`src/rtl/keydb_pkg.sv`:
```
package keydb_pkg;
  localparam int unsigned SEL_W    = 3;
  localparam int unsigned CODE_MAX = (1 << SEL_W) - 1;

  // exponent of the verification period for a nonzero code
  function automatic int unsigned period_exp(input int unsigned base_shift,
                                             input logic [SEL_W-1:0] code);
    return base_shift + int'(code);
  endfunction

  // low-bit mask whose all-ones state marks the last cycle of a period
  function automatic logic [31:0] period_mask(input int unsigned base_shift,
                                              input logic [SEL_W-1:0] code);
    return (32'd1 << period_exp(base_shift, code)) - 32'd1;
  endfunction
endpackage

```
`src/rtl/keydb_sync.sv`:
```
module keydb_sync #(
  parameter int unsigned W = 8
) (
  input  logic         clk,
  input  logic [W-1:0] d,
  output logic [W-1:0] q
);
  logic [W-1:0] meta_q;

  // two stages; no reset so the chain keeps sampling during reset
  always_ff @(posedge clk) begin
    meta_q <= d;
    q      <= meta_q;
  end
endmodule

```
`src/rtl/keydb_group.sv`:
```
module keydb_group
  import keydb_pkg::*;
#(
  parameter int unsigned GW         = 4,
  parameter int unsigned BASE_SHIFT = 7
) (
  input  logic             clk,
  input  logic             rst_n,
  input  logic [SEL_W-1:0] code,
  input  logic [GW-1:0]    samp,
  output logic [GW-1:0]    filt
);
  localparam int unsigned CW = BASE_SHIFT + CODE_MAX;

  logic [CW-1:0]  cnt_q;
  logic [31:0]    mask_w;
  logic [31:0]    cnt_ext;
  logic           bypass;
  logic           tick;
  logic [GW-1:0]  cand_q;

  assign bypass  = (code == '0);
  assign mask_w  = period_mask(BASE_SHIFT, code);
  assign cnt_ext = {{(32-CW){1'b0}}, cnt_q};
  assign tick    = !bypass && ((cnt_ext & mask_w) == mask_w);

  always_ff @(posedge clk) begin
    if (!rst_n) cnt_q <= '0;
    else        cnt_q <= cnt_q + 1'b1;
  end

  for (genvar i = 0; i < GW; i++) begin : g_bit
    always_ff @(posedge clk) begin
      if (!rst_n || bypass) begin
        filt[i]   <= samp[i];
        cand_q[i] <= samp[i];
      end else if (tick) begin
        cand_q[i] <= samp[i];
        if (samp[i] == cand_q[i]) filt[i] <= samp[i];
      end
    end


    tick_only_chk: assert property (@(posedge clk) disable iff (!rst_n)
      ($past(rst_n) && $past(code) != '0 && filt[i] != $past(filt[i])) |-> $past(tick));


    two_sample_chk: assert property (@(posedge clk) disable iff (!rst_n)
      ($past(rst_n) && $past(code) != '0 && filt[i] != $past(filt[i]))
        |-> (filt[i] == $past(cand_q[i])));
  end


  bypass_follow_chk: assert property (@(posedge clk) disable iff (!rst_n)
    ($past(rst_n) && $past(code) == '0) |-> (filt == $past(samp)));
endmodule

```
`src/rtl/keydb_edge.sv`:
```
module keydb_edge #(
  parameter int unsigned W = 8
) (
  input  logic         clk,
  input  logic         rst_n,
  input  logic [W-1:0] ld_val,
  input  logic [W-1:0] filt,
  input  logic [W-1:0] pol,
  output logic [W-1:0] irq
);
  logic [W-1:0] prev_q;

  // reset loads the same value the filter loads, so no edge appears
  always_ff @(posedge clk) begin
    if (!rst_n) prev_q <= ld_val;
    else        prev_q <= filt;
  end

  assign irq = (filt ^ prev_q) & ~(filt ^ pol);


  reset_quiet_chk: assert property (@(posedge clk) disable iff (!rst_n)
    $rose(rst_n) |-> (irq == '0));

  for (genvar i = 0; i < W; i++) begin : g_chk

    single_pulse_chk: assert property (@(posedge clk) disable iff (!rst_n)
      ($past(rst_n) && $past(irq[i]) && $stable(pol[i])) |-> !irq[i]);
  end
endmodule

```
`src/rtl/keydb_top.sv`:
```
module keydb_top
  import keydb_pkg::*;
#(
  parameter int unsigned WIDTH      = 8,
  parameter int unsigned BASE_SHIFT = 7
) (
  input  logic             clk,
  input  logic             rst_n,
  input  logic [WIDTH-1:0] key_in,
  input  logic [SEL_W-1:0] sel_lo,
  input  logic [SEL_W-1:0] sel_hi,
  input  logic [WIDTH-1:0] edge_pol,
  output logic [WIDTH-1:0] key_out,
  output logic [WIDTH-1:0] key_irq
);
  localparam int unsigned NGROUPS = 2;
  localparam int unsigned GW      = WIDTH / NGROUPS;

  logic [WIDTH-1:0] sync_q;
  logic [SEL_W-1:0] sel_arr [NGROUPS];

  assign sel_arr[0] = sel_lo;
  assign sel_arr[1] = sel_hi;

  keydb_sync #(.W(WIDTH)) u_sync (
    .clk (clk),
    .d   (key_in),
    .q   (sync_q)
  );

  for (genvar g = 0; g < NGROUPS; g++) begin : g_grp
    keydb_group #(.GW(GW), .BASE_SHIFT(BASE_SHIFT)) u_grp (
      .clk   (clk),
      .rst_n (rst_n),
      .code  (sel_arr[g]),
      .samp  (sync_q[g*GW +: GW]),
      .filt  (key_out[g*GW +: GW])
    );
  end

  keydb_edge #(.W(WIDTH)) u_edge (
    .clk    (clk),
    .rst_n  (rst_n),
    .ld_val (sync_q),
    .filt   (key_out),
    .pol    (edge_pol),
    .irq    (key_irq)
  );
endmodule

```
`config.mk`:
```
export PLATFORM = sky130hd
export DESIGN_NAME = keydb_top
export DESIGN_NICKNAME = d
export VERILOG_FILES = /design/src/rtl/keydb_pkg.sv /design/src/rtl/keydb_sync.sv /design/src/rtl/keydb_group.sv /design/src/rtl/keydb_edge.sv /design/src/rtl/keydb_top.sv
export SDC_FILE = /design/constraint.sdc
export NUM_CORES = 1
export LEC_CHECK = 0
export BUFFER_PORTS_ARGS = -buffer_cell sky130_fd_sc_hd__buf_2
export CORE_MARGIN = 2
export CORE_UTILIZATION = 61
export CTS_CLUSTER_DIAMETER = 100
export DETAILED_ROUTE_END_ITERATION = 12
export GPL_TIMING_DRIVEN = 0
export PLACE_DENSITY = 0.9
export SLEW_MARGIN = 20
export SYNTH_ARGS = -nofsm -noshare
export SYNTH_HDL_FRONTEND = slang
export SYNTH_SLANG_ARGS = --single-unit
```
`constraint.sdc`:
```
create_clock -name clk -period 5.1 [get_ports clk]
set_input_delay 0 -clock clk [delete_from_list [all_inputs] [get_ports clk]]
set_output_delay 0 -clock clk [all_outputs]
set_load 0.02 [all_outputs]
```
# [After elaboration in Yosys (flattened, before gate mapping)]
# Index checks and enable logic that the tools add are counted.
[classes] add_sub_neg=6 eq_ne=10 shifts=2 muxes=41 bitwise=6 n_reduce_logical=27
[op_table] op="14-bit by 32-bit bitwise AND with 32-bit output" count=2
[op_table] op="32-bit == test" count=2
[op_table] op="1-bit by 32-bit << shifter with 32-bit output, first input constant" count=2
[op_table] op="32-bit by 1-bit subtractor with 32-bit output, second input constant" count=2
[op_table] op="1-bit 2-to-1 mux" count=40
[op_table] op="14-bit by 1-bit adder with 14-bit output, second input constant" count=2
[op_table] op="2-bit nonzero test" count=10
[op_table] op="2-bit AND reduction" count=8
[op_table] op="8-bit XOR" count=2
[op_table] op="3-bit by 3-bit adder with 4-bit output, first input constant" count=2
[op_table] op="8-bit bitwise AND" count=1
[op_table] op="1-bit == test" count=8
[op_table] op="8-bit 2-to-1 mux" count=1
[op_table] op="8-bit NOT" count=1
[op_table] op="3-bit logical NOT" count=2
[op_table] op="1-bit logical NOT" count=3
[op_table] op="1-bit logical AND" count=2
[op_table] op="1-bit logical OR" count=2
[word_totals] ff_bits=68 output_inout_bits=16 elab_cells=113

# [Longest topological paths before layout]
[logic_depth] depth_word=8 mapped_depth=5

# [By module]
# A second synthesis with hierarchy kept.
[unflattened] hier_cells=259 hier_area_um2=2869.0
[by_module_without_submodules] mod="keydb_group" n_inst=2 cells_each=101 area_each_um2=1057.3 seq_area_each_um2=520.5
[by_module_without_submodules] mod="keydb_edge" n_inst=1 cells_each=41 area_each_um2=434.2 seq_area_each_um2=160.2
[by_module_without_submodules] mod="keydb_sync" n_inst=1 cells_each=16 area_each_um2=320.3 seq_area_each_um2=320.3

# [Worst setup path before layout]
# Ideal clock, no wire load.
[synth_timing] path_type="register to register" startpoint="reg g_grp[1].u_grp.cnt_q[8]" endpoint="reg g_grp[1].u_grp.cand_q[0] (enable)" setup_time_ns=0.373 arrival_ns=1.379 t_required_ns=4.727 slack_ns=3.348 stages_incl_launch_ff=5 cell_sequence="dfxtp_1 > nand2_1 > o2bb2ai_1 > o31a_2 > o31ai_1"
[synth_via] elab_chain_len=4
[synth_rtl] item="start, declared" line_no="keydb_group.sv:15" rtl="logic [CW-1:0] cnt_q;"
[synth_rtl] item="start signal, assigned" line_no="keydb_group.sv:29" rtl="else cnt_q <= cnt_q + 1'b1;"
[synth_rtl] item="14-bit by 32-bit bitwise AND with 32-bit output" line_no="keydb_group.sv:25" rtl="assign tick = !bypass && ((cnt_ext & mask_w) == mask_w);"
[synth_rtl] item="32-bit == test" line_no="keydb_group.sv:25"
[synth_rtl] item="1-bit logical AND" line_no="keydb_group.sv:25"
[synth_rtl] item="2-bit nonzero test (no line)"
[synth_rtl] item="end signal, assigned by index" line_no="keydb_group.sv:36" rtl="cand_q[i] <= samp[i];"
[synth_rtl] item="end signal, assigned by index" line_no="keydb_group.sv:38" rtl="cand_q[i] <= samp[i];"
[synth_rtl] item="end, declared" line_no="keydb_group.sv:20" rtl="logic [GW-1:0] cand_q;"
# No other way between the ends.
# A chain may end at the register's enable or synchronous reset.

# [Final worst setup path]
[layout_timing] startpoint="reg g_grp[1].u_grp.cnt_q[3]" endpoint="reg g_grp[1].u_grp.cand_q[0] (enable)"
# The elaborated chain is that of the path after synthesis.

==> flow_summary.json <==
{
  "p_int_w": 0.000850,
  "area_delta_synth_final_pct": 19.1,
  "critical-path-top-delay-family": "compound AO/OA/AOI/OAI gates",
  "synthFlopType": "dfxtp_1",
  "detailed_place.area_um2": 3130,
  "reg2reg_to": "g_grp[1].u_grp.cand_q[0]",
  "yosysTopAreaCellShare_pct": 36.4,
  "fp.dieW_um": 72.5,
  "root_buffer": "clkbuf_8",
  "fmax_mhz": 491,
  "rsz0062_at_grt": "false",
  "critPathKind": "flip-flop to flip-flop",
  "finalInstanceArea_um2": 3410,
  "die_h_um": 72.5,
  "post-place-ws_ns": 3.10,
  "ys_warn_count": 0,
  "worst-path-buf-inv": 0,
  "fin_nets": 366,
  "worst_pin_slew_ns": 0.681,
  "worstSetupStartpoint": "g_grp[1].u_grp.cnt_q[3]",
  "setup_ws_ns": 3.06,
  "finalMaxSlewViolations": 0,
  "switching_share_pct": 25.2,
  "syn_area_um2": 2860,
  "clock-sinks": 68,
  "critPathMaxStageDelay_ns": 0.66,
  "clockBufferDepth": 2,
  "via_count": 2220,
  "antenna_cells": 0,
  "cts.htree.levels": 3,
  "grt_pass1_vias": 2195,
  "power_density_nw_per_um2": 333,
  "cellLeakagePower_nw": 1.30,
  "min_period_ns": 2.04,
  "initial_utilization_pct": 64.4,
  "grt_antenna_before_repair": 0,
  "drcViolationCount": 0,
  "pwr-share-seq_pct": 52.5,
  "hpwl_um": 3770,
  "maxSlewHeadroom_pct": 54.2,
  "slowest_stage": "o31ai_1",
  "hp-class": "primary input to flip-flop",
  "setup_viol": 0,
  "drive_above_1_share_pct": 20.5,
  "synth.area.top_cells": "dfxtp_1, edfxtp_1, xnor2_1",
  "cp_max_fo": 7,
  "post_cts_buffers": 0,
  "ys_types": 48,
  "synth_area_per_cell_um2": 10.4,
  "synth_cells": 274,
  "yosys.area.top_type": "dfxtp_1",
  "overflow": 0,
  "ff2ff_path_depth": 4,
  "p_clk_share_pct": 38.7,
  "ir_worst_vdd_mv": 0.270,
  "startpoint_type": "flip-flop",
  "fin_tns_setup_ns": 0,
  "cts_tree": "built",
  "fin_skew_ns": 0.0113,
  "grt_usage_pct": 24.5,
  "crit_arrival_ns": 2.02,
  "maxCapViolCount": 0,
  "p_sw_w": 0.000286,
  "vias_per_cell": 5.65,
  "num_rows": 24,
  "drt-initial-drc-count": 132,
  "status": "completed",
  "die_area_um2": 5250,
  "final_util_pct": 76.7,
  "clkLatencyLatePin_ns": 0.35,
  "cts-buffers-inserted": 9,
  "worstSetupEndpoint": "g_grp[1].u_grp.cand_q[0]",
  "hold_viol_final": 0,
  "power_frac_comb_pct": 8.7,
  "routed_wl_um": 5820,
  "r2r_setup_slack_ns": 3.06,
  "async_reset_ff_share_pct": 0,
  "grt_max_degree": 13,
  "required_ns": 5.09,
  "worstReg2RegStart": "g_grp[1].u_grp.cnt_q[3]",
  "wire_per_inst_um": 14.8,
  "clk_pin_slew_ns": 0.08,
  "drtPass1Iterations": 5,
  "gp_congestion": 0.793,
  "ys_seq_elements": 68,
  "path_depth": 4,
  "port_buffers": 37,
  "crit_chain": "nand4b_1, nor3_1, o21ai_0, o31ai_1",
  "coreArea_um2": 4440,
  "grt_pass1_wl_um": 9490,
  "ant_nets": 0,
  "synth_edf_count": 16,
  "io_pins": 40,
  "crit_path_end_kind": "flip-flop",
  "yosysSeqAreaShare_pct": 53.2,
  "fin_crit_sh_pct": 40.0
}
-- per-stage QoR --
step	power [W]	cells	hold WS (ns)
after floorplan	0.000667	280	0.0277
after global placement	0.000695	369	0.104
after detailed placement	0.000700	369	0.104
after CTS	0.00113	393	0.0412
after global routing	0.00118	393	0.0652
final	0.00114	393	0.0439
-- cell usage after synthesis (all sizes together), types with 2 or more instances --
cell,number
dfxtp,52
nor2,28
xnor2,18
edfxtp,16
o21ai,16
nand2,15
a21oi,12
nand3,11
xor2,10
mux2,8
nand2b,8
nand4,8
nor3,8
nand3b,7
ha,6
o31ai,5
a31oi,4
and2,4
inv,4
and4,3
buf,3
or3,3
clkbuf,2
conb,2
nand4b,2
o2bb2ai,2
-- worst min path at each step --
stage,endpoint,cells past startpoint,from
floorplan,u_sync.meta_q[0],0,key_in[0]
global placement,u_sync.meta_q[4],1,key_in[4]
detailed placement,u_sync.meta_q[3],1,key_in[3]
CTS,u_edge.prev_q[2],2,rst_n
global route,u_edge.prev_q[1],2,rst_n
finish,u_edge.prev_q[2],2,rst_n
-- power by group through the flow --
| stage | Sequential, W | Clock, W | Combinational, W |
|---|---|---|---|
| finish | 0.000597 | 0.000440 | 0.0000992 |
| global route | 0.000600 | 0.000466 | 0.000110 |
| CTS | 0.000596 | 0.000441 | 0.0000978 |
| detailed placement | 0.000608 | 0 | 0.0000921 |
| global placement | 0.000606 | 0 | 0.0000893 |
| floorplan | 0.000609 | 0 | 0.0000584 |
-- registers in the layout, summed over array words and instances, names as in the netlist --
register and cells:
g_grp.u_grp.cand_q 8, u_sync.q 8, g_grp.u_grp.cnt_q 28, g_grp.u_grp.filt 8, u_edge.prev_q 8, u_sync.meta_q 8
-- routing by layer --
layer / wire [um] / up-vias / track usage, %
met5: 0 / - / 0
met4: 265 / 0 / 17.3
met3: 223 / 23 / 6.53
met2: 2990 / 62 / 43.2
met1: 2330 / 1039 / 24.9
li1: - / 1096 / -
-- placed cells by master, fill, tap and decap left out, types with 4 or more instances in the layout --
| cell | n |
|---|---|
| a21oi_1 | 12 |
| buf_2 | 38 |
| o31ai_1 | 5 |
| dlygate4sd3_1 | 8 |
| nand3_1 | 11 |
| nand2_1 | 14 |
| nor2_1 | 28 |
| nand2b_1 | 8 |
| inv_1 | 4 |
| nand3b_1 | 7 |
| nor3_1 | 8 |
| conb_1 | 8 |
| nand4_1 | 7 |
| a31oi_1 | 4 |
| dfxtp_1 | 52 |
| edfxtp_1 | 16 |
| clkbuf_8 | 9 |
| xnor2_1 | 18 |
| and2_1 | 4 |
| xor2_1 | 10 |
| ha_1 | 6 |
| mux2_2 | 8 |
| o21ai_0 | 15 |
-- cells by family after synthesis --
kind of cell / after synthesis / synth area share, %
simple gates: 105 / 20.6
flops: 68 / 53.2
compound gates: 47 / 10.1
xor+xnor: 28 / 8.57
buf+inv: 10 / 1.62
mux: 8 / 3.15
fa+ha+maj: 6 / 2.62
other cells: 2 / 0.262
-- layout make-up --
| cell class | instances | area, um^2 |
|---|---|---|
| Sequential cell | 68 | 1520 |
| Multi-Input combinational cell | 202 | 1320 |
| Fill cell | 302 | 1040 |
| Timing Repair Buffer | 45 | 265 |
| Clock buffer | 10 | 128 |
| Clock inverter | 6 | 65.1 |
| Tap cell | 52 | 65.1 |
| Buffer | 5 | 27.5 |
| Inverter | 5 | 18.8 |
-- worst reg2reg max path: stages, from the launching register on --
cell      delay (ns)
dfxtp_1         0.45
nand4b_1        0.16
nor3_1          0.19
o21ai_0         0.22
o31ai_1         0.66
-- repair_timing --
| action | 4_1_cts | 5_1_grt |
|---|---|---|
| resized for setup | 0 | 0 |
| hold endpoints to repair | 8 | 0 |
| hold buffers | 8 | 0 |
| setup endpoints to repair | 0 | 0 |
Note: power is estimated with default switching activity, not from simulation.
